<file path="config.mk">
export PLATFORM = sky130hd
export DESIGN_NAME = smb_seq
export DESIGN_NICKNAME = d
export VERILOG_FILES = /design/src/rtl/smb_seq_pkg.sv /design/src/rtl/smb_seq_wbuf.sv /design/src/rtl/smb_seq_rbuf.sv /design/src/rtl/smb_seq_ctl.sv /design/src/rtl/smb_seq.sv
export SDC_FILE = /design/constraint.sdc
export NUM_CORES = 1
export LEC_CHECK = 0
export ABC_CLOCK_PERIOD_IN_PS = 5100
export BUFFER_PORTS_ARGS = -buffer_cell sky130_fd_sc_hd__buf_2
export CAP_MARGIN = 20
export CORE_MARGIN = 3
export CORE_UTILIZATION = 50
export CTS_CLUSTER_DIAMETER = 60
export DETAILED_ROUTE_END_ITERATION = 8
export MAX_ROUTING_LAYER = met4
export PLACE_DENSITY = 0.77
export SYNTH_ARGS = -nofsm -noshare
export SYNTH_HDL_FRONTEND = slang
export SYNTH_SLANG_ARGS = --single-unit
</file>
<file path="constraint.sdc">
create_clock -name clk -period 5.1 [get_ports clk]
set_input_delay 1.53 -clock clk [delete_from_list [all_inputs] [get_ports clk]]
set_output_delay 1.53 -clock clk [all_outputs]
set_load 0.02 [all_outputs]
</file>
<file path="src/rtl/smb_seq_pkg.sv">
package smb_seq_pkg;

    typedef enum logic [3:0] {
        TX_QUICK  = 4'd0,
        TX_SEND   = 4'd1,
        TX_RECV   = 4'd2,
        TX_WRBYTE = 4'd3,
        TX_RDBYTE = 4'd4,
        TX_WRWORD = 4'd5,
        TX_RDWORD = 4'd6,
        TX_PCALL  = 4'd7,
        TX_BWRITE = 4'd8,
        TX_BREAD  = 4'd9
    } txn_e;

    typedef enum logic [3:0] {
        OP_START     = 4'd0,
        OP_RSTART    = 4'd1,
        OP_ADDR      = 4'd2,
        OP_WRITE     = 4'd3,
        OP_RD_ACK    = 4'd4,
        OP_RD_NACK   = 4'd5,
        OP_STOP      = 4'd6,
        OP_RD_HOLD   = 4'd7,
        OP_GIVE_ACK  = 4'd8,
        OP_GIVE_NACK = 4'd9
    } op_e;

    typedef enum logic [3:0] {
        PH_IDLE, PH_START, PH_ADDR1, PH_CMD, PH_WDATA, PH_RSTART,
        PH_ADDR2, PH_RCNT, PH_CACK, PH_RDATA, PH_STOP
    } phase_e;

endpackage

</file>
<file path="src/rtl/smb_seq_wbuf.sv">
module smb_seq_wbuf #(
    parameter int MAXB = 32,
    parameter int IW   = $clog2(MAXB + 1)
) (
    input  logic              clk,
    input  logic              rst_n,
    input  logic              load,
    input  logic [MAXB*8-1:0] din,
    input  logic [IW-1:0]     idx,
    output logic [7:0]        byte_o
);
    logic [7:0] mem [MAXB];

    for (genvar g = 0; g < MAXB; g++) begin : g_byte
        always_ff @(posedge clk or negedge rst_n) begin
            if (!rst_n)    mem[g] <= 8'h00;
            else if (load) mem[g] <= din[g*8 +: 8];
        end
    end

    always_comb begin
        byte_o = 8'h00;
        for (int i = 0; i < MAXB; i++) begin
            if (idx == IW'(i)) byte_o = mem[i];
        end
    end
endmodule

</file>
<file path="src/rtl/smb_seq_rbuf.sv">
module smb_seq_rbuf #(
    parameter int MAXB = 32,
    parameter int IW   = $clog2(MAXB + 1)
) (
    input  logic              clk,
    input  logic              rst_n,
    input  logic              clr,
    input  logic              we,
    input  logic [IW-1:0]     idx,
    input  logic [7:0]        din,
    output logic [MAXB*8-1:0] dout
);
    for (genvar g = 0; g < MAXB; g++) begin : g_byte
        logic [7:0] r_q;
        always_ff @(posedge clk or negedge rst_n) begin
            if (!rst_n)                       r_q <= 8'h00;
            else if (clr)                     r_q <= 8'h00;
            else if (we && idx == IW'(g))     r_q <= din;
        end
        assign dout[g*8 +: 8] = r_q;
    end
endmodule

</file>
<file path="src/rtl/smb_seq_ctl.sv">
module smb_seq_ctl
    import smb_seq_pkg::*;
#(
    parameter int MAXB = 32,
    parameter int IW   = $clog2(MAXB + 1)
) (
    input  logic          clk,
    input  logic          rst_n,
    input  logic          req_valid,
    output logic          req_ready,
    input  logic [3:0]    req_type,
    input  logic [6:0]    req_addr,
    input  logic [7:0]    req_cmd,
    input  logic [IW-1:0] req_len,
    input  logic          req_qbit,
    output logic          wbuf_load,
    output logic [IW-1:0] wbuf_idx,
    input  logic [7:0]    wbuf_byte,
    output logic          cmd_valid,
    input  logic          cmd_ready,
    output logic [3:0]    cmd_op,
    output logic [7:0]    cmd_data,
    input  logic          rsp_valid,
    input  logic          rsp_ack,
    input  logic [7:0]    rsp_data,
    output logic          rbuf_clr,
    output logic          rbuf_we,
    output logic [IW-1:0] rbuf_idx,
    output logic [IW-1:0] rd_count,
    output logic          done,
    output logic          nack_err,
    output logic          cnt_err
);
    localparam logic [IW:0]   ONE_X = 1;
    localparam logic [IW-1:0] ONE_I = 1;
    localparam logic [IW-1:0] MAX_I = IW'(MAXB);
    localparam logic [7:0]    MAX_8 = 8'(MAXB);

    typedef struct packed {
        phase_e        ph;
        logic          busy_w;
        txn_e          ty;
        logic [6:0]    addr;
        logic [7:0]    cmd;
        logic          qbit;
        logic [IW-1:0] blen;
        logic [IW:0]   nwr;
        logic [IW-1:0] nrd;
        logic [IW:0]   idx;
        logic [7:0]    cnt8;
        logic [IW-1:0] rcnt;
        logic          done;
        logic          nack;
        logic          cerr;
    } st_t;

    st_t           q, d;
    op_e           op;
    logic [7:0]    dat;
    logic          is_rs, bad_cnt, last_w, last_r;
    logic [IW-1:0] clamp;
    txn_e          rty;

    always_comb begin
        rty     = txn_e'(req_type);
        is_rs   = q.ty inside {TX_RDBYTE, TX_RDWORD, TX_PCALL, TX_BREAD};
        bad_cnt = (q.cnt8 == 8'd0) || (q.cnt8 > MAX_8);
        last_w  = (q.idx + ONE_X) == q.nwr;
        last_r  = (q.idx + ONE_X) == {1'b0, q.nrd};
        clamp   = (req_len > MAX_I) ? MAX_I : req_len;
        wbuf_idx = (q.ty == TX_BWRITE && q.idx != '0) ? IW'(q.idx - ONE_X) : q.idx[IW-1:0];

        op  = OP_STOP;
        dat = 8'h00;
        case (q.ph)
            PH_START:  op = OP_START;
            PH_ADDR1: begin
                op  = OP_ADDR;
                dat = {q.addr, (q.ty == TX_QUICK) ? q.qbit : (q.ty == TX_RECV)};
            end
            PH_CMD: begin
                op  = OP_WRITE;
                dat = q.cmd;
            end
            PH_WDATA: begin
                op  = OP_WRITE;
                dat = (q.ty == TX_BWRITE && q.idx == '0) ? 8'(q.blen) : wbuf_byte;
            end
            PH_RSTART: op = OP_RSTART;
            PH_ADDR2: begin
                op  = OP_ADDR;
                dat = {q.addr, 1'b1};
            end
            PH_RCNT:   op = OP_RD_HOLD;
            PH_CACK:   op = bad_cnt ? OP_GIVE_NACK : OP_GIVE_ACK;
            PH_RDATA:  op = last_r ? OP_RD_NACK : OP_RD_ACK;
            default:   op = OP_STOP;
        endcase

        d         = q;
        d.done    = 1'b0;
        wbuf_load = 1'b0;
        rbuf_clr  = 1'b0;
        rbuf_we   = 1'b0;

        if (q.ph == PH_IDLE) begin
            if (req_valid) begin
                d.ph     = PH_START;
                d.busy_w = 1'b0;
                d.ty     = rty;
                d.addr   = req_addr;
                d.cmd    = req_cmd;
                d.qbit   = req_qbit;
                d.blen   = clamp;
                d.idx    = '0;
                d.rcnt   = '0;
                d.cnt8   = 8'h00;
                d.nack   = 1'b0;
                d.cerr   = 1'b0;
                d.nwr    = '0;
                d.nrd    = '0;
                case (rty)
                    TX_SEND, TX_WRBYTE: d.nwr = ONE_X;
                    TX_WRWORD:          d.nwr = ONE_X + ONE_X;
                    TX_PCALL: begin
                        d.nwr = ONE_X + ONE_X;
                        d.nrd = ONE_I + ONE_I;
                    end
                    TX_BWRITE:          d.nwr = {1'b0, clamp} + ONE_X;
                    TX_RECV, TX_RDBYTE: d.nrd = ONE_I;
                    TX_RDWORD:          d.nrd = ONE_I + ONE_I;
                    default: ;
                endcase
                wbuf_load = 1'b1;
                rbuf_clr  = 1'b1;
            end
        end else if (!q.busy_w) begin
            if (cmd_ready) d.busy_w = 1'b1;
        end else if (rsp_valid) begin
            d.busy_w = 1'b0;
            case (q.ph)
                PH_START: d.ph = PH_ADDR1;
                PH_ADDR1: begin
                    if (!rsp_ack) begin
                        d.nack = 1'b1;
                        d.ph   = PH_STOP;
                    end else begin
                        case (q.ty)
                            TX_QUICK: d.ph = PH_STOP;
                            TX_RECV:  d.ph = PH_RDATA;
                            TX_SEND:  d.ph = PH_WDATA;
                            default:  d.ph = PH_CMD;
                        endcase
                    end
                end
                PH_CMD: begin
                    if (!rsp_ack) begin
                        d.nack = 1'b1;
                        d.ph   = PH_STOP;
                    end else if (q.nwr != '0) d.ph = PH_WDATA;
                    else if (is_rs)         d.ph = PH_RSTART;
                    else                    d.ph = PH_STOP;
                end
                PH_WDATA: begin
                    if (!rsp_ack) begin
                        d.nack = 1'b1;
                        d.ph   = PH_STOP;
                    end else if (last_w) begin
                        d.idx = '0;
                        d.ph  = is_rs ? PH_RSTART : PH_STOP;
                    end else begin
                        d.idx = q.idx + ONE_X;
                    end
                end
                PH_RSTART: d.ph = PH_ADDR2;
                PH_ADDR2: begin
                    if (!rsp_ack) begin
                        d.nack = 1'b1;
                        d.ph   = PH_STOP;
                    end else begin
                        d.ph = (q.ty == TX_BREAD) ? PH_RCNT : PH_RDATA;
                    end
                end
                PH_RCNT: begin
                    d.cnt8 = rsp_data;
                    d.ph   = PH_CACK;
                end
                PH_CACK: begin
                    if (bad_cnt) begin
                        d.cerr = 1'b1;
                        d.ph   = PH_STOP;
                    end else begin
                        d.nrd = q.cnt8[IW-1:0];
                        d.ph  = PH_RDATA;
                    end
                end
                PH_RDATA: begin
                    rbuf_we = 1'b1;
                    d.rcnt  = q.rcnt + ONE_I;
                    if (last_r) begin
                        d.idx = '0;
                        d.ph  = PH_STOP;
                    end else begin
                        d.idx = q.idx + ONE_X;
                    end
                end
                default: begin
                    d.ph   = PH_IDLE;
                    d.done = 1'b1;
                end
            endcase
        end
    end

    assign req_ready = (q.ph == PH_IDLE);
    assign cmd_valid = (q.ph != PH_IDLE) && !q.busy_w;
    assign cmd_op    = op;
    assign cmd_data  = dat;
    assign rbuf_idx  = q.idx[IW-1:0];
    assign rd_count  = q.rcnt;
    assign done      = q.done;
    assign nack_err  = q.nack;
    assign cnt_err   = q.cerr;

    always_ff @(posedge clk or negedge rst_n) begin
        if (!rst_n) q <= '0;
        else        q <= d;
    end
endmodule

</file>
<file path="src/rtl/smb_seq.sv">
module smb_seq #(
    parameter int MAXB = 32,
    parameter int IW   = $clog2(MAXB + 1)
) (
    input  logic              clk,
    input  logic              rst_n,
    input  logic              req_valid,
    output logic              req_ready,
    input  logic [3:0]        req_type,
    input  logic [6:0]        req_addr,
    input  logic [7:0]        req_cmd,
    input  logic [IW-1:0]     req_len,
    input  logic              req_qbit,
    input  logic [MAXB*8-1:0] req_wdata,
    output logic              cmd_valid,
    input  logic              cmd_ready,
    output logic [3:0]        cmd_op,
    output logic [7:0]        cmd_data,
    input  logic              rsp_valid,
    input  logic              rsp_ack,
    input  logic [7:0]        rsp_data,
    output logic [MAXB*8-1:0] rd_data,
    output logic [IW-1:0]     rd_count,
    output logic              done,
    output logic              nack_err,
    output logic              cnt_err
);
    logic          wbuf_load, rbuf_clr, rbuf_we;
    logic [IW-1:0] wbuf_idx, rbuf_idx;
    logic [7:0]    wbuf_byte;

    smb_seq_wbuf #(.MAXB(MAXB), .IW(IW)) u_wbuf (
        .clk(clk), .rst_n(rst_n), .load(wbuf_load), .din(req_wdata),
        .idx(wbuf_idx), .byte_o(wbuf_byte)
    );

    smb_seq_rbuf #(.MAXB(MAXB), .IW(IW)) u_rbuf (
        .clk(clk), .rst_n(rst_n), .clr(rbuf_clr), .we(rbuf_we),
        .idx(rbuf_idx), .din(rsp_data), .dout(rd_data)
    );

    smb_seq_ctl #(.MAXB(MAXB), .IW(IW)) u_ctl (
        .clk(clk), .rst_n(rst_n),
        .req_valid(req_valid), .req_ready(req_ready), .req_type(req_type),
        .req_addr(req_addr), .req_cmd(req_cmd), .req_len(req_len), .req_qbit(req_qbit),
        .wbuf_load(wbuf_load), .wbuf_idx(wbuf_idx), .wbuf_byte(wbuf_byte),
        .cmd_valid(cmd_valid), .cmd_ready(cmd_ready), .cmd_op(cmd_op), .cmd_data(cmd_data),
        .rsp_valid(rsp_valid), .rsp_ack(rsp_ack), .rsp_data(rsp_data),
        .rbuf_clr(rbuf_clr), .rbuf_we(rbuf_we), .rbuf_idx(rbuf_idx),
        .rd_count(rd_count), .done(done), .nack_err(nack_err), .cnt_err(cnt_err)
    );
endmodule

</file>
After elaboration in Yosys (flattened, before gate mapping)
Cells that the tools add are included.

word-level totals
  output and inout port bits = 279
  input port bits = 296
  logic and storage cells = 431
  flip-flop bits (word level) = 580

cells by class
  reductions and logical operators = 103
  multiplexer cells = 149
  eq/ne operators = 94
  magnitude comparators = 2
  add/sub/neg operators = 4

operator list
  kind                count
  $mux 8              98
  $eq 6x5->1 const B  32
  $eq 6x4->1 const B  16
  $reduce_bool 2->1   39
  $mux 65             1
  $mux 30             2
  $eq 6x3->1 const B  8
  $eq 4x3->1 const B  11
  $mux 4              10
  $pmux 4 s9          1
  $logic_and 1x1->1   35
  $pmux 8 s4          1
  $mux 6              5
  $pmux 4 s7          1
  $mux 27             1
  $reduce_and 5->1    5
  $eq 6x2->1 const B  4
  $mux 7              3
  $pmux 7 s3          1
  $eq 4x2->1 const B  5
  $eq 4x4->1 const B  5
  $mux 1              17
  $pmux 7 s2          1
  $reduce_bool 7->1   2
  other kinds (31)    48

Logic depth before layout (Yosys ltp)
  word-level depth = 38
  mapped depth = 16
  gate-level depth less buffers = 11

Hierarchy
A second synthesis with hierarchy kept.

second synthesis, totals
  cells, all modules = 2406
  area, all modules = 28189.5 um^2

by module, submodules not included
  module        cells each  area an instance (um^2)  seq. area each (um^2)  instances
  smb_seq_wbuf  1021        12583.3                  6406.1                 1
  smb_seq_rbuf  893         11405.9                  6406.1                 1
  smb_seq_ctl   492         4200.3                   1701.6                 1

Least setup slack after synthesis
No wires, ideal clock.

  path kind = register -> output
  start = reg u_ctl.q (netlist bit u_ctl.rbuf_idx[0])
  end = out cmd_data[7]
  cell stages (with the launch flop) = 15
  path slack = -0.174 ns
  arrival time = 3.744 ns
  path buffers = 3
  required time = 3.570 ns
  cell sequence = dfrtp_1 buf_2 inv_1 ha_1 or4b_1 buf_2 nand4_1 mux2i_1 buf_2 nor2_1 nand2_1 o22ai_1 or4_1 and3_1 o41ai_2

between the ends
  word-level cells in the longest chain between the ends = 38
  elaborated cells between the ends (all ways) = 72
  those cells by class = add/sub (1); eq/ne (31); mux (35); reduce/logical (5)

ends and longest elaborated chain
  item                                                  RTL line            text
  start: declaration                                    smb_seq_ctl.sv:57   st_t q, d;
  start signal: assignment                              smb_seq_ctl.sv:226  if (!rst_n) q <= '0;
  start signal: assignment                              smb_seq_ctl.sv:227  else q <= d;
  branches (longest 36 deep; another with $sub 6x1->6)  --
  $mux 8 (*)                                            smb_seq_ctl.sv:87   dat = (q.ty == TX_BWRITE && q.idx == '0) ? 8'(q.blen) : wbuf_byte;
  $pmux 8 s4 (*)                                        smb_seq_ctl.sv:75   case (q.ph)
  end: declaration                                      smb_seq.sv:18       output logic [7:0] cmd_data,

Mark *: on every way between the ends.

Worst setup path after layout
  start = reg u_ctl.q (netlist bit u_ctl.rbuf_idx[0])
  end = out cmd_data[0]

The elaborated chain is that of the path after synthesis.

==> flow_summary.json <==
{
  "hold_viol": 0,
  "post-route-min-period_ns": 5.68,
  "synth-async-reset-ratio_pct": 100,
  "chipWidth_um": 239,
  "rows": 84,
  "clock_latency_ns": 0.66,
  "drv_slew": 0,
  "critical_path_buf_inv_count": 4,
  "fin_crit_sh_pct": 111,
  "synthCells": 3111,
  "outcome": "complete, but fails checks",
  "synth-edff-count": 0,
  "antenna_found_initial": 3,
  "ys_ff_latch": 580,
  "syn_area_um2": 27000,
  "cts_max_level": 2,
  "grt_setup_unrepaired": "yes",
  "antenna_left": 0,
  "cp-startpoint": "u_ctl.rbuf_idx[0]",
  "path_clk_slew_ns": 0.06,
  "gr-total-overflow": 0,
  "fin_area_um2": 34300,
  "worstHoldStart": "u_wbuf.mem[7]",
  "final_common_cell": "nand2_1",
  "final_cell_mix": "1088 x nand2_1, 579 x dfrtp_1, 566 x buf_2, 239 x o21ai_0, 221 x a21oi_1",
  "dp_slack_ns": -0.145,
  "path_class": "reg -> out",
  "drc": 0,
  "failed_checks": "negative setup slack",
  "place_congestion": 1.01,
  "numPortBuffers": 574,
  "holdCritPathClass": "reg -> reg",
  "syn_avg_cell_area_um2": 8.69,
  "crit_top_cell": "buf_6",
  "tightest_slew_ns": 1.04,
  "core_um2": 53100,
  "crit_chain": "inv_2 > ha_4 > or4b_4 > o2111a_1 > or2_4 > buf_12 > buf_6 > a222oi_1 > o21ai_1 > o311a_1 > a211o_1 > buf_6",
  "fmax_mhz": 176,
  "powerDensity_nw_per_um2": 452,
  "drtIter0Drc": 2908,
  "setup_viol": 8,
  "dpl-instance-area_um2": 31400,
  "cts_root_buffer": "clkbuf_16",
  "cts_sinks": 580,
  "cts_tree": "yes",
  "worstSetupStartpointType": "flop",
  "synth_fp_nets": 3414,
  "start_util_pct": 50.9,
  "detail_route.first_pass.iterations": 7,
  "holdBufCountCts": 0,
  "clk_path_buf_depth": 3,
  "max_cap_violations": 0,
  "nets": 4018,
  "fin_ws_ns": -0.584,
  "synth_flop_cell": "dfrtp_1",
  "slew_headroom_pct": 30.5,
  "wl_per_cell_um": 22.7,
  "arrival_ns": 4.15,
  "grt_max_degree": 194,
  "crit_required_ns": 3.57,
  "setup_tns_ns": -3.93,
  "fin_skew_ns": 0.0529,
  "routed_via_density": 5.87,
  "io_pins": 575,
  "dr_total_vias": 26200,
  "place_hpwl_um": 72200,
  "slowest_stage": "or4b_4",
  "grt_pass1_vias": 25600,
  "grt_pass1_wl_um": 153000,
  "grt_usage_pct": 35.7,
  "end_kind": "output port",
  "fillers": 4319,
  "drive_gt1_share_pct": 26.0,
  "area.growth.synth_to_final_pct": 26.7,
  "p_leak_nw": 17.3,
  "numCtsBuffers": 61,
  "die_y_um": 239,
  "r2r_start": "u_ctl.q[64]",
  "crit_family": "compound AO/OA/AOI/OAI gates",
  "ys_seq_area_share_pct": 53.7,
  "yosys_warnings": 0,
  "cp_max_fo": 6,
  "die_area_um2": 56900,
  "wl_um": 101000,
  "vdd_ir_drop_max_v": 0.000389,
  "critPathMaxStageDelay_ns": 0.47,
  "synth_cell_types": 84
}
-- area by class of cell --
cell class	instances	area, µm²	share of cell area [%]
antenna	5	12.5	0.0365
clock buffer	88	1750	5.10
clock inverter	22	294	0.858
inverter	20	75.1	0.219
multi-input combinational	2285	12000	35.2
sequential	580	14500	42.4
tap	688	861	2.51
timing repair buffer	767	4710	13.7
-- state kept, by name (all words and copies together) (netlist names) --
register,cells
u_ctl.cnt_err,1
u_ctl.done,1
u_ctl.nack_err,1
u_ctl.q,53
u_ctl.rbuf_idx,6
u_ctl.rd_count,6
u_rbuf.g_byte.r_q,256
u_wbuf.mem,256
-- stage by stage --
stage                     total power, mW  utilization, %  hold slack, ns  instances
after detailed placement             10.7            59.1           0.459       4317
final                                15.5            64.6           0.470       4455
after CTS                            15.4            63.9           0.475       4444
after global routing                 16.3            64.5           0.490       4453
after global placement               10.7            59.1           0.446       4317
after floorplan                      8.95               -           0.433       3111
-- report_power, final --
part           switching [mW]  leakage (nW)  internal, mW
Sequential               1.06          7.64          5.74
Combinational            2.77          8.64          1.40
Clock                    1.94          1.00          2.56
-- path summary, 6_finish.rpt --
check	cells after the start	slack, ns	endpoint
worst min-delay path	2	0.47	u_wbuf.mem[7]
worst max-delay path	12	-0.58	cmd_data[0]
worst min register to register	2	0.47	u_wbuf.mem[7]
min in group asynchronous	1	0.86	u_wbuf.mem[86]
max in group asynchronous	2	3.16	u_rbuf.g_byte[5].r_q[2]
worst max register to register	8	1.17	u_rbuf.g_byte[8].r_q[0]
-- synthesized netlist by cell type (7+ instances only) --
master / instances / area, µm²
a21oi_1: 226 / 1130
a221o_1: 7 / 70.1
a221oi_1: 23 / 201
a222oi_1: 18 / 180
a22o_1: 20 / 175
a22oi_1: 19 / 143
a31oi_1: 13 / 81.3
and2_1: 7 / 43.8
and3_1: 7 / 43.8
buf_2: 19 / 95.1
buf_4: 9 / 67.6
clkbuf_1: 189 / 709
dfrtp_1: 580 / 14500
ha_1: 7 / 87.6
inv_1: 20 / 75.1
mux2i_1: 82 / 821
nand2_1: 1092 / 4100
nand2b_1: 13 / 81.3
nand3_1: 43 / 215
nand4_1: 8 / 50.1
nor2_1: 190 / 713
nor2b_1: 11 / 68.8
nor3_1: 40 / 200
o211ai_1: 9 / 67.6
o21ai_0: 242 / 1210
o221ai_1: 13 / 114
o22ai_1: 28 / 175
o31ai_1: 7 / 52.6
or2_2: 7 / 43.8
or3_1: 7 / 43.8
xnor2_1: 16 / 140
xor2_1: 8 / 70.1
-- logic make-up (layout without fill, tap and decap cells) --
| group | Yosys count | after routing | synth area share (%) |
|---|---|---|---|
| AO/OA/AOI/OAI | 710 | 710 | 16.4 |
| AND/OR/NAND/NOR | 1458 | 1458 | 21.9 |
| buffers and inverters | 247 | 897 | 3.78 |
| multiplexers | 85 | 86 | 3.16 |
| adder cells (fa/ha/maj) | 7 | 7 | 0.324 |
| flip-flops | 580 | 580 | 53.7 |
| other | 0 | 5 | 0 |
| XOR/XNOR | 24 | 24 | 0.777 |
-- what timing repair did --
action / 4_1_cts / 5_1_grt
resized for setup: 79 / 51
cloned: 2 / 2
buffers inserted: 16 / 5
pin swaps: 23 / 39
hold endpoints to repair: 0 / 0
endpoints found under the setup margin: 8 / 8
-- routing by layer --
| layer | global-route usage [%] | vias up | routed length [µm] |
|---|---|---|---|
| li1 | - | 11800 | - |
| met1 | 46.2 | 12700 | 39900 |
| met2 | 53.9 | 1400 | 46100 |
| met3 | 7.96 | 292 | 9360 |
| met4 | 16.5 | 0 | 5620 |
| met5 | - | - | 0 |
-- worst reg2reg max path, cell delays in order, from the launching register on --
cell and delay (ns):
dfrtp_1 0.69, nand2b_1 0.21, nor2_1 0.28, nand3_1 0.30, nor3_2 0.66, nand2_1 0.71, nor2_1 0.74, nand2_1 0.13
a21oi_1 0.17
No activity file was read; power rests on OpenSTA's default activity.
